`src/rtl/sop_array_pkg.sv`:
```
package sop_array_pkg;

  typedef enum logic [1:0] {
    CELL_ABSENT = 2'b00,
    CELL_TRUE   = 2'b01,
    CELL_COMP   = 2'b10,
    CELL_KILL   = 2'b11
  } cell_t;

endpackage

```
`src/rtl/sop_cfg_store.sv`:
```
module sop_cfg_store #(
  parameter int N_IN   = 4,
  parameter int N_TERM = 8,
  parameter int N_OUT  = 4,
  localparam int ROW_W = (N_TERM > 1) ? $clog2(N_TERM) : 1
) (
  input  logic                               clk,
  input  logic                               rst_n,
  input  logic                               wr_en,
  input  logic [ROW_W-1:0]                   wr_row,
  input  logic [2*N_IN-1:0]                  wr_and,
  input  logic [N_OUT-1:0]                   wr_or,
  output logic [N_TERM-1:0][2*N_IN-1:0]      and_q,
  output logic [N_TERM-1:0][N_OUT-1:0]       or_q
);

  logic [N_TERM-1:0][2*N_IN-1:0] and_d;
  logic [N_TERM-1:0][N_OUT-1:0]  or_d;
  logic                          row_ok;

  assign row_ok = (int'(wr_row) < N_TERM);

  always_comb begin
    and_d = and_q;
    or_d  = or_q;
    if (wr_en && row_ok) begin
      and_d[wr_row] = wr_and;
      or_d[wr_row]  = wr_or;
    end
  end

  always_ff @(posedge clk or negedge rst_n) begin
    if (!rst_n) begin
      and_q <= '0;
      or_q  <= '0;
    end else if (wr_en) begin
      and_q <= and_d;
      or_q  <= or_d;
    end
  end

  // the addressed row holds the written data after the edge
  a_r7_row_loaded: assert property (@(posedge clk) disable iff (!rst_n)
    $past(wr_en) |-> (and_q[$past(wr_row)] == $past(wr_and)) &&
                     (or_q[$past(wr_row)]  == $past(wr_or)));

  // without a write the personality does not move
  a_r8_no_stray_write: assert property (@(posedge clk) disable iff (!rst_n)
    !wr_en |=> $stable(and_q) && $stable(or_q));

endmodule

```
`src/rtl/sop_and_plane.sv`:
```
module sop_and_plane
  import sop_array_pkg::*;
#(
  parameter int N_IN   = 4,
  parameter int N_TERM = 8
) (
  input  logic [N_IN-1:0]                din,
  input  logic [N_TERM-1:0][2*N_IN-1:0]  and_cells,
  output logic [N_TERM-1:0]              term
);

  for (genvar t = 0; t < N_TERM; t++) begin : g_term
    logic [N_IN-1:0] lit_ok;
    logic [N_IN-1:0] used;
    logic [N_IN-1:0] kill_v;

    always_comb begin
      for (int i = 0; i < N_IN; i++) begin
        kill_v[i] = &and_cells[t][2*i +: 2];
        case (cell_t'(and_cells[t][2*i +: 2]))
          CELL_TRUE:   begin lit_ok[i] = din[i];  used[i] = 1'b1; end
          CELL_COMP:   begin lit_ok[i] = ~din[i]; used[i] = 1'b1; end
          CELL_ABSENT: begin lit_ok[i] = 1'b1;    used[i] = 1'b0; end
          default:     begin lit_ok[i] = 1'b0;    used[i] = 1'b1; end
        endcase
      end
    end

    assign term[t] = (|used) & (&lit_ok);

    // dead or empty rows never raise their term
    always_comb begin
      a_r2_kill_cell: assert (!((|kill_v) && term[t]));
      a_r3_empty_row: assert ((|and_cells[t]) || !term[t]);
    end
  end

endmodule

```
`src/rtl/sop_or_plane.sv`:
```
module sop_or_plane #(
  parameter int N_TERM  = 8,
  parameter int N_OUT   = 4,
  parameter int PAL_GRP = 4
) (
  input  logic                           pal_mode,
  input  logic [N_TERM-1:0]              term,
  input  logic [N_TERM-1:0][N_OUT-1:0]   or_cells,
  output logic [N_OUT-1:0]               sum
);

  localparam int WRAP = N_TERM / PAL_GRP;

  for (genvar k = 0; k < N_OUT; k++) begin : g_out
    logic [N_TERM-1:0] pla_col;
    logic [N_TERM-1:0] pal_col;
    logic [N_TERM-1:0] pick;

    always_comb begin
      pal_col = '0;
      for (int j = 0; j < PAL_GRP; j++) begin
        pal_col[(PAL_GRP*k + j) % N_TERM] = 1'b1;
      end
      for (int t = 0; t < N_TERM; t++) begin
        pla_col[t] = or_cells[t][k];
      end
    end

    assign pick   = pal_mode ? pal_col : pla_col;
    assign sum[k] = |(term & pick);

    // outputs that wrap onto the same term group agree in fixed-group mode
    if ((N_TERM % PAL_GRP == 0) && (WRAP > 0) && (k + WRAP < N_OUT)) begin : g_wrap_chk
      always_comb begin
        a_r5_wrap_equal: assert (!pal_mode || (sum[k] == sum[k+WRAP]));
      end
    end
  end

endmodule

```
`src/rtl/sop_logic_array.sv`:
```
module sop_logic_array #(
  parameter int N_IN    = 4,
  parameter int N_TERM  = 8,
  parameter int N_OUT   = 4,
  parameter int PAL_GRP = 4,
  localparam int ROW_W  = (N_TERM > 1) ? $clog2(N_TERM) : 1
) (
  input  logic                 clk,
  input  logic                 rst_n,
  input  logic                 cfg_en,
  input  logic                 cfg_we,
  input  logic [ROW_W-1:0]     cfg_row,
  input  logic [2*N_IN-1:0]    cfg_and,
  input  logic [N_OUT-1:0]     cfg_or,
  input  logic                 pal_mode,
  input  logic [N_IN-1:0]      din,
  output logic [N_OUT-1:0]     dout
);

  logic [1:0]                    rst_pipe;
  logic                          rst_sync_n;
  logic                          hold_q;
  logic                          hold_d;
  logic                          wr_en;
  logic [N_TERM-1:0][2*N_IN-1:0] and_cells;
  logic [N_TERM-1:0][N_OUT-1:0]  or_cells;
  logic [N_TERM-1:0]             term;
  logic [N_OUT-1:0]              sum;

  always_ff @(posedge clk or negedge rst_n) begin
    if (!rst_n) rst_pipe <= '0;
    else        rst_pipe <= {rst_pipe[0], 1'b1};
  end
  assign rst_sync_n = rst_pipe[1];

  assign wr_en  = cfg_en & cfg_we;
  assign hold_d = cfg_en;

  always_ff @(posedge clk or negedge rst_sync_n) begin
    if (!rst_sync_n) hold_q <= 1'b1;
    else             hold_q <= hold_d;
  end

  sop_cfg_store #(.N_IN(N_IN), .N_TERM(N_TERM), .N_OUT(N_OUT)) u_store (
    .clk    (clk),
    .rst_n  (rst_sync_n),
    .wr_en  (wr_en),
    .wr_row (cfg_row),
    .wr_and (cfg_and),
    .wr_or  (cfg_or),
    .and_q  (and_cells),
    .or_q   (or_cells)
  );

  sop_and_plane #(.N_IN(N_IN), .N_TERM(N_TERM)) u_and (
    .din       (din),
    .and_cells (and_cells),
    .term      (term)
  );

  sop_or_plane #(.N_TERM(N_TERM), .N_OUT(N_OUT), .PAL_GRP(PAL_GRP)) u_or (
    .pal_mode (pal_mode),
    .term     (term),
    .or_cells (or_cells),
    .sum      (sum)
  );

  assign dout = (cfg_en | hold_q) ? '0 : sum;

  // outputs blank inside the window and on the edge where it closes
  a_r9_blank_in_window: assert property (@(posedge clk) disable iff (!rst_sync_n)
    cfg_en |-> (dout == '0));

  a_r9_blank_after_close: assert property (@(posedge clk) disable iff (!rst_sync_n)
    $fell(cfg_en) |-> (dout == '0));

endmodule

```
`config.mk`:
```
export PLATFORM = sky130hd
export DESIGN_NAME = sop_logic_array
export DESIGN_NICKNAME = d
export VERILOG_FILES = /design/src/rtl/sop_array_pkg.sv /design/src/rtl/sop_cfg_store.sv /design/src/rtl/sop_and_plane.sv /design/src/rtl/sop_or_plane.sv /design/src/rtl/sop_logic_array.sv
export SDC_FILE = /design/constraint.sdc
export NUM_CORES = 1
export LEC_CHECK = 0
export BUFFER_PORTS_ARGS = -buffer_cell sky130_fd_sc_hd__buf_2
export CAP_MARGIN = 5
export CORE_ASPECT_RATIO = 0.5
export CORE_MARGIN = 10
export CORE_UTILIZATION = 35
export DETAILED_ROUTE_END_ITERATION = 12
export PLACE_DENSITY_LB_ADDON = 0.25
export SETUP_SLACK_MARGIN = 0.2
export SLEW_MARGIN = 20
export SYNTH_ARGS = -nofsm -noshare
export SYNTH_HDL_FRONTEND = slang
export SYNTH_SLANG_ARGS = --single-unit
```
`constraint.sdc`:
```
create_clock -name clk -period 3.3 [get_ports clk]
set_clock_uncertainty 0.15 [all_clocks]
set_input_delay 0.66 -clock clk [delete_from_list [all_inputs] [get_ports clk]]
set_output_delay 0.66 -clock clk [all_outputs]
set_load 0.01 [all_outputs]
```
==> impl_metrics.yaml <==
run_status:
  outcome: "completed"
timing:
  fmax_mhz: 313
  period_share_pct: 96.8
  period_needed_ns: 3.19
  rsz0062_at_grt: "yes"
  finalHoldViolCount: 0
  setup_viol: 0
  slew_headroom_pct: 54.5
  worst_slew_pin_slew_ns: 0.683
  fin_setup_tns_ns: 0
  maxSlewViolCount: 0
detailed_routing:
  dr.pass1.iters: 4
  wl_per_cell_um: 20.8
  drt_wl_total_mm: 11.9
  vias: 3089
  antenna_left: 0
  first_iter_violations: 204
  route.detailed.drc: 0
  vias_per_cell: 5.37
grt:
  met2_usage_pct: 18.9
  grt_max_degree: 52
  grt_usage_pct: 13.2
  overflow: 0
  met3_usage_pct: 3.50
  grt_pass1_vias: 3144
  antenna_found_initial: 1
  grt_pass1_wl_mm: 18.7
  grt.busiest_layer: "met1"
  use_met1_pct: 19.2
placed_design:
  gp_congestion: 0.803
  placed_area_mm2: 0.00508
  dp.cells: 551
  dp_hpwl_mm: 8.42
  port-buffer-count: 27
worst_setup_path:
  worstPathArrival_ns: 2.38
  crit_type: "reg2out"
  r2r-start: "rst_pipe[1]"
  cp-end-kind: "output port"
  cp_max_fo: 3
  reg2reg_slack_ns: 2.05
  reg2reg_depth: 1
  required_ns: 2.49
  startpoint: "u_store.and_q[57]"
  r2r_end: "u_store.or_q[27]"
  crit_end: "dout[1]"
  start_kind: "flop"
synthesis:
  netlist_area_mm2: 0.00468
  ys_seq_elements: 99
  ys_seq_area_share_pct: 53.0
  synth_cell_types: 32
  synth_top_flop_cell: "dfrtp_1"
  netlist.top_cell.by_area: "dfrtp_1"
  yosysWarnings: 0
  syn_inst: 354
  ys_top_cells_by_count: "dfrtp_1, mux2_2, mux2i_1"
  syn_area_per_cell_um2: 13.2
  synthTopCellsByArea: "dfrtp_1, mux2_2, mux2i_1"
  yosysMostFrequentCell: "dfrtp_1"
  synth_edf_count: 0
  async_flop_share_pct: 100
  syn-num-nets: 378
  synth.top_cell.area_share_pct: 52.4
power_and_ir_drop:
  powerDensity_mw_per_mm2: 651
  pwr-share-seq_pct: 46.7
  combPwrFrac_pct: 25.8
  intPower_w: 0.00251
  clkPwrFrac_pct: 27.5
  switching_power_w: 0.00113
  cellLeakagePower_nw: 2.39
  ir_drop_uv: 278
  swShare_pct: 31.0
clock_network:
  htreeDepth: 3
  cts.sink_count: 99
  path_clk_slew_ns: 0.07
  clk_latency_ns: 0.35
  cts-root-buf: "clkbuf_16"
  clock_path_buffers: 2
  tritoncts: "done"
  numCtsBuffers: 9
floorplan:
  die_area_mm2: 0.0187
  start_util_pct: 36.3
  core_area_mm2: 0.0129
  die_x_um: 183
  ios: 28
  die_h_um: 102
  rows: 29
cells_and_area:
  fillCellCount: 1198
  multi_input_area_mm2: 0.00230
  drive_gt1_share_pct: 47.8
  final_cell_area_mm2: 0.00559
  final_cells: 575
  seq_area_mm2: 0.00248
  nets: 423
  final_util_pct: 43.4
  area_growth_pct: 19.5
worst_hold_path:
  worstHoldPathType: "reg2reg"
job:
  drv_cap: 0
-- layer usage --
metal | vias up | wire length, um
li1 | 1421 | -
met1 | 1598 | 6370
met2 | 59 | 4970
met3 | 11 | 504
met4 | 0 | 108
met5 | - | 0
-- critical path, cell delays in order, from the launching register on --
cell and delay [ns]:
dfrtp_1 0.41, or4_4 0.56, nor2_4 0.14, nor3_1 0.06, buf_4 0.16, a2111oi_2 0.41, a31oi_1 0.14, buf_2 0.16
-- cell type report --
| type | count | area share [%] |
|---|---|---|
| flip-flops and latches | 99 | 44.4 |
| multi-input cells | 241 | 41.2 |
| repair buffers | 47 | 5.44 |
| clock buffers | 11 | 4.34 |
| well taps | 170 | 3.81 |
| clock inverters | 5 | 0.649 |
| inverters | 1 | 0.0672 |
| diodes | 1 | 0.0448 |
-- how the worst min path moves through the flow --
| stage | from | to | slack (ns) | cells past startpoint |
|---|---|---|---|---|
| detailed placement | rst_pipe[0] | rst_pipe[1] | 0.19 | 0 |
| global route | rst_pipe[0] | rst_pipe[1] | 0.21 | 0 |
| finish | rst_pipe[0] | rst_pipe[1] | 0.20 | 0 |
| CTS | rst_pipe[0] | rst_pipe[1] | 0.20 | 0 |
| floorplan | rst_pipe[0] | rst_pipe[1] | 0.18 | 0 |
| global placement | rst_pipe[0] | rst_pipe[1] | 0.19 | 0 |
-- power by group through the flow --
| stage | Sequential [W] | Clock, W | Combinational [W] |
|---|---|---|---|
| global route | 0.00174 | 0.00107 | 0.00101 |
| floorplan | 0.00164 | 0 | 0.000582 |
| detailed placement | 0.00171 | 0 | 0.000802 |
| global placement | 0.00171 | 0 | 0.000785 |
| CTS | 0.00169 | 0.00102 | 0.000914 |
| finish | 0.00170 | 0.00100 | 0.000939 |
-- cells by family after synthesis --
kind of cell | share of synthesized area, %
compound gates | 4.20
simple gates | 11.4
other cells | 0.0802
buf+inv | 1.31
mux | 30.0
flops | 53.0
-- sequential cells by signal, summed over array words and instances (netlist names) --
name	flops
rst_pipe	2
hold_q	1
u_store.or_q	32
u_store.and_q	64
-- stage by stage --
step / total power [W] / worst slack (ns) / hold WS, ns
2_1_floorplan: 0.00223 / 0.611 / 0.181
3_3_place_gp: 0.00249 / 0.212 / 0.188
3_5_place_dp: 0.00251 / 0.208 / 0.186
4_1_cts: 0.00363 / 0.144 / 0.202
5_1_grt: 0.00382 / 0.0253 / 0.215
6_report: 0.00364 / 0.106 / 0.198
-- layout by cell type, fill, tap and decap left out, types with 2 or more instances in the layout --
| cell | count |
|---|---|
| a31oi_1 | 2 |
| buf_2 | 27 |
| buf_4 | 17 |
| clkbuf_16 | 9 |
| clkinvlp_4 | 3 |
| dfrtp_1 | 97 |
| mux2_2 | 96 |
| mux2i_1 | 31 |
| nand2_1 | 14 |
| nand2b_1 | 2 |
| nand3_1 | 15 |
| nor2_1 | 13 |
| nor2_4 | 4 |
| nor3_1 | 7 |
| nor4b_1 | 11 |
| nor4b_2 | 3 |
| o211ai_1 | 2 |
| o211ai_4 | 3 |
| o22ai_1 | 2 |
| o22ai_2 | 3 |
| o31ai_1 | 2 |
| o41ai_2 | 2 |
| or3_1 | 2 |
| or4_1 | 5 |
| or4_4 | 11 |
-- timing repair --
| action | 4_1_cts | 5_1_grt |
|---|---|---|
| buffers inserted | 6 | 0 |
| hold buffers | 1 | 0 |
| endpoints found under the setup margin | 4 | 4 |
| endpoints found under the hold margin | 2 | 0 |
| gates resized for setup | 25 | 6 |
| pin swaps | 10 | 3 |
(Power assumes the default switching activity.)
